## src/rtl/fwseq_pkg.sv

```systemverilog
package fwseq_pkg;

  localparam logic [7:0]  VENDOR_CODE = 8'h20;

  localparam logic [7:0]  OP_RDID  = 8'h9F;
  localparam logic [7:0]  OP_PTAB  = 8'h5A;
  localparam logic [7:0]  OP_DPD   = 8'hB9;
  localparam logic [7:0]  OP_UDPD  = 8'h79;
  localparam logic [7:0]  OP_XUDPD = 8'hFF;
  localparam logic [7:0]  OP_REL   = 8'hAB;

  localparam logic [23:0] PTAB_ADDR  = 24'h000010;
  localparam logic [3:0]  PTAB_DUMMY = 4'd8;

  typedef enum logic [3:0] {
    ST_RDID,
    ST_EVAL1,
    ST_PTAB,
    ST_DPD,
    ST_UDPD,
    ST_XUDPD,
    ST_WLONG,
    ST_REL,
    ST_WSHORT,
    ST_REID,
    ST_EVAL2,
    ST_DONE
  } seq_state_e;

  typedef struct packed {
    logic [7:0] mtype;
    logic [7:0] lo;
    logic [7:0] hi;
  } model_rng_t;

  localparam int NUM_RNG = 3;
  localparam model_rng_t MODEL_RNG [NUM_RNG] = '{
    '{mtype: 8'h50, lo: 8'h15, hi: 8'h16},
    '{mtype: 8'h41, lo: 8'h17, hi: 8'h20},
    '{mtype: 8'h40, lo: 8'h13, hi: 8'h20}
  };

endpackage

```

## src/rtl/fwseq_id_match.sv

```systemverilog
module fwseq_id_match
  import fwseq_pkg::*;
#(
  parameter int NRNG = NUM_RNG
) (
  input  logic [23:0] id,
  output logic        vendor_hit,
  output logic        strict_hit
);

  logic [NRNG-1:0] rng_hit;

  for (genvar g = 0; g < NRNG; g++) begin : g_rng
    assign rng_hit[g] = (id[15:8] == MODEL_RNG[g].mtype) &&
                        (id[7:0]  >= MODEL_RNG[g].lo)    &&
                        (id[7:0]  <= MODEL_RNG[g].hi);
  end

  always_comb begin
    vendor_hit = (id[23:16] == VENDOR_CODE);
    strict_hit = vendor_hit && (|rng_hit);
  end

endmodule

```

## src/rtl/fwseq_wait_timer.sv

```systemverilog
module fwseq_wait_timer #(
  parameter int LONG_CYC  = 160000,
  parameter int SHORT_CYC = 1600
) (
  input  logic clk,
  input  logic rst_n,
  input  logic run,
  input  logic sel_long,
  output logic expire
);

  localparam int MAXC = (LONG_CYC > SHORT_CYC) ? LONG_CYC : SHORT_CYC;
  localparam int CW   = $clog2(MAXC + 1);
  localparam logic [CW-1:0] LONG_LAST  = CW'(LONG_CYC - 1);
  localparam logic [CW-1:0] SHORT_LAST = CW'(SHORT_CYC - 1);

  logic [CW-1:0] cnt_q, cnt_d;
  logic          cnt_en;
  logic          at_last;

  always_comb begin
    at_last = sel_long ? (cnt_q == LONG_LAST) : (cnt_q == SHORT_LAST);
    expire  = run && at_last;
    cnt_d   = run ? (cnt_q + 1'b1) : '0;
    cnt_en  = run || (cnt_q != '0);
  end

  always_ff @(posedge clk or negedge rst_n) begin
    if (!rst_n) begin
      cnt_q <= '0;
    end else if (cnt_en) begin
      cnt_q <= cnt_d;
    end
  end


  timer_step_chk: assert property (@(posedge clk) disable iff (!rst_n)
    (run && !expire) |=> (cnt_q == $past(cnt_q) + 1'b1));


  timer_clear_chk: assert property (@(posedge clk) disable iff (!rst_n)
    !run |=> (cnt_q == '0));

endmodule

```

## src/rtl/fwseq_ctrl.sv

```systemverilog
module fwseq_ctrl
  import fwseq_pkg::*;
(
  input  logic        clk,
  input  logic        rst_n,
  input  logic        support_en,
  input  logic        cmd_ack,
  input  logic [23:0] cmd_rdata,
  input  logic        vendor_hit,
  input  logic        strict_hit,
  input  logic        wait_expire,
  output logic        cmd_req,
  output logic [7:0]  cmd_op,
  output logic        cmd_addr_en,
  output logic [23:0] cmd_addr,
  output logic [3:0]  cmd_dummy,
  output logic [1:0]  cmd_rx_bytes,
  output logic        wait_run,
  output logic        wait_long,
  output logic        done,
  output logic        pass,
  output logic [23:0] id_q
);

  seq_state_e  state_q, state_d;
  logic [23:0] id_d;
  logic        id_en;
  logic        pass_q, pass_d, pass_en;

  // next-state logic
  always_comb begin
    state_d = state_q;
    id_d    = cmd_rdata;
    id_en   = 1'b0;
    pass_d  = pass_q;
    pass_en = 1'b0;
    unique case (state_q)
      ST_RDID: begin
        if (cmd_ack) begin
          state_d = ST_EVAL1;
          id_en   = 1'b1;
        end
      end
      ST_EVAL1: begin
        if (!support_en) begin
          state_d = ST_DONE;
          pass_d  = !vendor_hit;
          pass_en = 1'b1;
        end else if (strict_hit) begin
          state_d = ST_DONE;
          pass_d  = 1'b1;
          pass_en = 1'b1;
        end else begin
          state_d = ST_PTAB;
        end
      end
      ST_PTAB: begin
        if (cmd_ack) begin
          if (cmd_rdata[7:0] == VENDOR_CODE) begin
            state_d = ST_DPD;
          end else begin
            state_d = ST_DONE;
            pass_d  = 1'b1;
            pass_en = 1'b1;
          end
        end
      end
      ST_DPD:    if (cmd_ack) state_d = ST_UDPD;
      ST_UDPD:   if (cmd_ack) state_d = ST_XUDPD;
      ST_XUDPD:  if (cmd_ack) state_d = ST_WLONG;
      ST_WLONG:  if (wait_expire) state_d = ST_REL;
      ST_REL:    if (cmd_ack) state_d = ST_WSHORT;
      ST_WSHORT: if (wait_expire) state_d = ST_REID;
      ST_REID: begin
        if (cmd_ack) begin
          state_d = ST_EVAL2;
          id_en   = 1'b1;
        end
      end
      ST_EVAL2: begin
        state_d = ST_DONE;
        pass_d  = strict_hit;
        pass_en = 1'b1;
      end
      ST_DONE: state_d = ST_DONE;
      default: begin
        state_d = ST_DONE;
        pass_d  = 1'b0;
        pass_en = 1'b1;
      end
    endcase
  end

  // command field decode
  always_comb begin
    cmd_req      = 1'b0;
    cmd_op       = 8'h00;
    cmd_addr_en  = 1'b0;
    cmd_addr     = '0;
    cmd_dummy    = '0;
    cmd_rx_bytes = 2'd0;
    unique case (state_q)
      ST_RDID, ST_REID: begin
        cmd_req      = 1'b1;
        cmd_op       = OP_RDID;
        cmd_rx_bytes = 2'd3;
      end
      ST_PTAB: begin
        cmd_req      = 1'b1;
        cmd_op       = OP_PTAB;
        cmd_addr_en  = 1'b1;
        cmd_addr     = PTAB_ADDR;
        cmd_dummy    = PTAB_DUMMY;
        cmd_rx_bytes = 2'd1;
      end
      ST_DPD:   begin cmd_req = 1'b1; cmd_op = OP_DPD;   end
      ST_UDPD:  begin cmd_req = 1'b1; cmd_op = OP_UDPD;  end
      ST_XUDPD: begin cmd_req = 1'b1; cmd_op = OP_XUDPD; end
      ST_REL:   begin cmd_req = 1'b1; cmd_op = OP_REL;   end
      default: ;
    endcase
  end

  always_comb begin
    wait_run  = (state_q == ST_WLONG) || (state_q == ST_WSHORT);
    wait_long = (state_q == ST_WLONG);
    done      = (state_q == ST_DONE);
    pass      = pass_q;
  end

  // registers
  always_ff @(posedge clk or negedge rst_n) begin
    if (!rst_n) begin
      state_q <= ST_RDID;
    end else begin
      state_q <= state_d;
    end
  end

  always_ff @(posedge clk or negedge rst_n) begin
    if (!rst_n) begin
      id_q <= '0;
    end else if (id_en) begin
      id_q <= id_d;
    end
  end

  always_ff @(posedge clk or negedge rst_n) begin
    if (!rst_n) begin
      pass_q <= 1'b0;
    end else if (pass_en) begin
      pass_q <= pass_d;
    end
  end


  done_hold_chk: assert property (@(posedge clk) disable iff (!rst_n)
    done |=> done);


  quiet_after_done_chk: assert property (@(posedge clk) disable iff (!rst_n)
    done |-> !cmd_req);


  verdict_stable_chk: assert property (@(posedge clk) disable iff (!rst_n)
    done |=> $stable(pass));


  cmd_hold_chk: assert property (@(posedge clk) disable iff (!rst_n)
    (cmd_req && !cmd_ack) |=> (cmd_req && $stable(cmd_op) && $stable(cmd_addr_en)
                                && $stable(cmd_rx_bytes)));


  udpd_then_exit_chk: assert property (@(posedge clk) disable iff (!rst_n)
    (cmd_req && cmd_ack && cmd_op == OP_UDPD) |=> (cmd_req && cmd_op == OP_XUDPD));

endmodule

```

## src/rtl/flash_wake_seq.sv

```systemverilog
module flash_wake_seq
  import fwseq_pkg::*;
#(
  parameter int CLK_HZ   = 80_000_000,
  parameter int LONG_US  = 2000,
  parameter int SHORT_US = 20
) (
  input  logic        clk,
  input  logic        rst_n,
  input  logic        support_en,
  output logic        cmd_req,
  output logic [7:0]  cmd_op,
  output logic        cmd_addr_en,
  output logic [23:0] cmd_addr,
  output logic [3:0]  cmd_dummy,
  output logic [1:0]  cmd_rx_bytes,
  input  logic        cmd_ack,
  input  logic [23:0] cmd_rdata,
  output logic        done,
  output logic        start_ok,
  output logic        wr_permit,
  output logic [23:0] dev_id
);

  localparam int CYC_PER_US = CLK_HZ / 1_000_000;
  localparam int LONG_RAW   = CYC_PER_US * LONG_US;
  localparam int SHORT_RAW  = CYC_PER_US * SHORT_US;
  localparam int LONG_CYC   = (LONG_RAW  < 1) ? 1 : LONG_RAW;
  localparam int SHORT_CYC  = (SHORT_RAW < 1) ? 1 : SHORT_RAW;

  logic vendor_hit, strict_hit;
  logic wait_run, wait_long, wait_expire;
  logic pass;

  fwseq_ctrl u_ctrl (
    .clk          (clk),
    .rst_n        (rst_n),
    .support_en   (support_en),
    .cmd_ack      (cmd_ack),
    .cmd_rdata    (cmd_rdata),
    .vendor_hit   (vendor_hit),
    .strict_hit   (strict_hit),
    .wait_expire  (wait_expire),
    .cmd_req      (cmd_req),
    .cmd_op       (cmd_op),
    .cmd_addr_en  (cmd_addr_en),
    .cmd_addr     (cmd_addr),
    .cmd_dummy    (cmd_dummy),
    .cmd_rx_bytes (cmd_rx_bytes),
    .wait_run     (wait_run),
    .wait_long    (wait_long),
    .done         (done),
    .pass         (pass),
    .id_q         (dev_id)
  );

  fwseq_id_match u_match (
    .id         (dev_id),
    .vendor_hit (vendor_hit),
    .strict_hit (strict_hit)
  );

  fwseq_wait_timer #(
    .LONG_CYC  (LONG_CYC),
    .SHORT_CYC (SHORT_CYC)
  ) u_timer (
    .clk      (clk),
    .rst_n    (rst_n),
    .run      (wait_run),
    .sel_long (wait_long),
    .expire   (wait_expire)
  );

  always_comb begin
    start_ok  = pass;
    wr_permit = done && pass;
  end


  permit_hold_chk: assert property (@(posedge clk) disable iff (!rst_n)
    wr_permit |=> wr_permit);


  permit_quiet_chk: assert property (@(posedge clk) disable iff (!rst_n)
    wr_permit |-> !cmd_req);


  no_cmd_while_wait_chk: assert property (@(posedge clk) disable iff (!rst_n)
    wait_run |-> !cmd_req);

endmodule

```

## config.mk

```make
export PLATFORM = sky130hd
export DESIGN_NAME = flash_wake_seq
export DESIGN_NICKNAME = d
export VERILOG_FILES = /design/src/rtl/fwseq_pkg.sv /design/src/rtl/fwseq_id_match.sv /design/src/rtl/fwseq_wait_timer.sv /design/src/rtl/fwseq_ctrl.sv /design/src/rtl/flash_wake_seq.sv
export SDC_FILE = /design/constraint.sdc
export NUM_CORES = 1
export LEC_CHECK = 0
export ABC_CLOCK_PERIOD_IN_PS = 5700
export BUFFER_PORTS_ARGS = -buffer_cell sky130_fd_sc_hd__buf_2
export CELL_PAD_IN_SITES_DETAIL_PLACEMENT = 1
export CELL_PAD_IN_SITES_GLOBAL_PLACEMENT = 2
export CORE_ASPECT_RATIO = 1.25
export CORE_UTILIZATION = 32
export CTS_BUF_LIST = sky130_fd_sc_hd__clkbuf_4 sky130_fd_sc_hd__clkbuf_8 sky130_fd_sc_hd__clkbuf_16
export CTS_CLUSTER_DIAMETER = 60
export DETAILED_ROUTE_END_ITERATION = 12
export GPL_TIMING_DRIVEN = 0
export PLACE_DENSITY_LB_ADDON = 0.1
export SKIP_LAST_GASP = 1
export SLEW_MARGIN = 20
export SYNTH_ARGS = -nofsm -noshare
export SYNTH_HDL_FRONTEND = slang
export SYNTH_SLANG_ARGS = --single-unit
```

## constraint.sdc

```tcl
create_clock -name clk -period 5.7 [get_ports clk]
set_clock_uncertainty 0.15 [all_clocks]
set_input_delay 0 -clock clk [delete_from_list [all_inputs] [get_ports clk]]
set_output_delay 0 -clock clk [all_outputs]
set_load 0.01 [all_outputs]
```

==> flow_summary.toml <==
[global_route]
grt_pass1_wl_um = 12980
use_met2_pct = 34.00
antenna_found_initial = 0
grt_pass1_vias = 2593
grt_max_degree = 48
gr-usage-all-layers_pct = 17.99
grt_use_met1_pct = 21.10
grtUsageMet3_pct = 2.795
busiest_layer = "met2"
grt-ovfl-total = 0

[route]
post-route-drc-count = 0
firstDrtPassIters = 2
ant_nets = 0
drt_iter0_drc = 51
wl_per_cell_um = 15.25
vias = 2492
via_per_inst = 4.839
wl_um = 7853

[sta]
tns_ns = 0
rsz0062_at_grt = "false"
worst_pin_slew_ns = 0.6695
hold_viol_final = 0
slew_headroom_pct = 54.74
setup_viol = 0
drv_slew = 0
fmax_mhz = 426.8
period_share_pct = 41.11
min_period_ns = 2.343

[synthesis]
yosys.area_share.simple_pct = 20.94
synth_area_um2 = 2784
ys_ff_latch = 47
syn-instance-count = 291
synth_top_area_share_pct = 42.25
synth_ff_type = "dfrtp_1"
synth_xor_area_share_pct = 4.404
synth-edff-count = 0
yosysTopAreaCell = "dfrtp_1"
synthArstFlopShare_pct = 100.0
yosys-top-cells-area = "dfrtp_1 (42%), buf_4 (7.8%), mux2_2 (7.3%), nor2_1 (3.8%), mux2_1 (2.8%)"
synthAdderAreaFrac_pct = 0.8989
synth_compound_area_share_pct = 10.61
yosys-mux-area-fraction_pct = 10.11
synth.avg_cell_area_um2 = 9.567
yosysWarnings = 0
synth_top_family_by_area = "simple AND/OR/NAND/NOR gates"
synth.yosys.seq_area_share_pct = 42.25
netlist-cell-type-count = 50

[setup_path]
required_ns = 5.75
startpoint = "u_ctrl.id_q[20]"
path_class = "register to register"
path_cells = "nor4b_1, nand4_1, a21o_1, o21ai_1, mux2_1"
cpPeakStageDelay_ns = 0.63
worst_path_max_delay_cell = "nor4b_1"
start_kind = "register"
cp.arrival_ns = 2.39
rr_worst_depth = 5
cp-end-kind = "register"
crit_fanout = 3
r2r_start = "u_ctrl.id_q[20]"

[min_path]
holdPathStages = 4
hp-class = "input pin to register"
min_from = "support_en"

[die]
fp.dieW_um = 85.43
rows = 37
io_pins = 95
core_um2 = 8333
die_area_um2 = 9079
start_util_pct = 33.41
die-height_um = 106.3

[cells_and_area]
n_antenna_cell = 0
drive_above_1_share_pct = 31.34
fin_nets = 447
final_cells = 515
syn2layout_area_growth_pct = 32.85
num-fill-cells = 996

[clock_network]
insertion_delay_ns = 0.31
hold_buffers = 26
cts_htree_levels = 2
cts_buffers = 5
cts_setup_buffers = 0
post_cts_resize_count = 0
cts_root_buffer = "clkbuf_8"
cts_tree = "done"
cts_sinks = 47
clk_path_buf_depth = 2
path_clk_slew_ns = 0.10

[place]
hpwlAfterDp_um = 5647
dpl.cell_count = 481
gp_congestion = 0.7548
io_buffers = 68

[pwr]
ir_drop_uv = 109.7
p_per_area_nw_per_um2 = 360.1
p_leak_nw = 1.797

[status]
status = "completed"

[run]
maxCapViolCount = 0
path summary, 6_finish.rpt:
check                               endpoint  slack [ns]
max                              u_ctrl.pass        3.36
min                              u_ctrl.pass        0.04
max reg2reg                      u_ctrl.pass        3.36
min reg2reg                      u_ctrl.pass        0.38
max in group asynchronous  u_ctrl.state_q[2]        4.87
min in group asynchronous    u_ctrl.id_q[13]        0.10
per-layer routing:
layer  vias to the layer above  routed length (um)
met4                         0                  83
met3                         9                 232
met1                      1219                3344
li1                       1218                   -
met2                        46                4192
met5                         -                   0
cells in the mapped netlist, drive strengths merged (3+ instances only):
library cell   n
mux2          25
inv           11
nor3           7
nand3          8
dfrtp         47
nor4           6
nor2          28
or3            6
o21ai         12
a21o           4
a21oi         14
buf           33
nand2b         4
xnor2          9
and2           6
xor2           5
nor4b          5
nand2         17
nand4          7
and3           4
nor2b          3
clkbuf         5
cells in the final DEF (no fill, tap or decap), drive strengths merged, types with 2 or more instances in the layout:
cell         count
o21ai           12
ha               2
nor3             7
nand3            8
nor2b            3
or4              2
nand2           17
nor4b            5
nand4            7
mux2            25
and2             6
conb            26
o22a             2
and3             4
xor2             5
nor4             6
nand2b           4
a211oi           2
dfrtp           47
xnor2            9
nor2            28
inv             13
o22ai            2
buf            101
dlygate4sd3     26
clkbuf          10
a31oi            2
a21oi           14
a21o             4
or3              6
per-stage QoR:
stage               util (%)  setup WS [ns]  hold WS [ns]  total power [mW]  area [um^2]
floorplan                  -          3.740       -0.4456            0.8753         2878
global placement       40.08          3.442       0.06689             1.092         3339
detailed placement     40.08          3.370       0.07132             1.105         3339
CTS                    44.35          3.331       0.03789             1.345         3696
global route           44.38          3.201       0.05114             1.432         3699
finish                 44.38          3.357       0.04487             1.332         3699
critical path, delay by kind of cell, from the launching register on:
kind | cells | cell delay (ns)
AND/OR/NAND/NOR | 2 | 0.94
flip-flops | 1 | 0.42
AO/OA/AOI/OAI | 2 | 0.40
multiplexers | 1 | 0.32
power breakdown:
group | internal [mW] | switching, mW | leakage (nW) | total, mW
Combinational | 0.277 | 0.318 | 1.14 | 0.594
Sequential | 0.423 | 0.0921 | 0.607 | 0.515
Clock | 0.0912 | 0.131 | 0.0467 | 0.223
registers in the layout, summed over array words and instances, names as in the netlist:
register / count
u_ctrl.id_q: 24
u_timer.cnt_q: 18
u_ctrl.pass: 1
u_ctrl.state_q: 4
logic make-up after synthesis:
group / Yosys count
mux: 25
flops: 47
compound gates: 46
buf+inv: 49
fa+ha+maj: 2
simple gates: 107
other cells: 1
xor+xnor: 14
layout make-up:
| class | count | area, um^2 | share of cell area (%) |
|---|---|---|---|
| clock inverters | 3 | 27.53 | 0.7442 |
| well taps | 97 | 121.4 | 3.281 |
| repair buffers | 94 | 603.1 | 16.31 |
| plain buffers | 38 | 255.2 | 6.901 |
| flip-flops and latches | 47 | 1176 | 31.80 |
| multi-input cells | 220 | 1405 | 37.99 |
| clock buffers | 5 | 68.82 | 1.861 |
| inverters | 11 | 41.29 | 1.116 |
(Power assumes the default switching activity.)
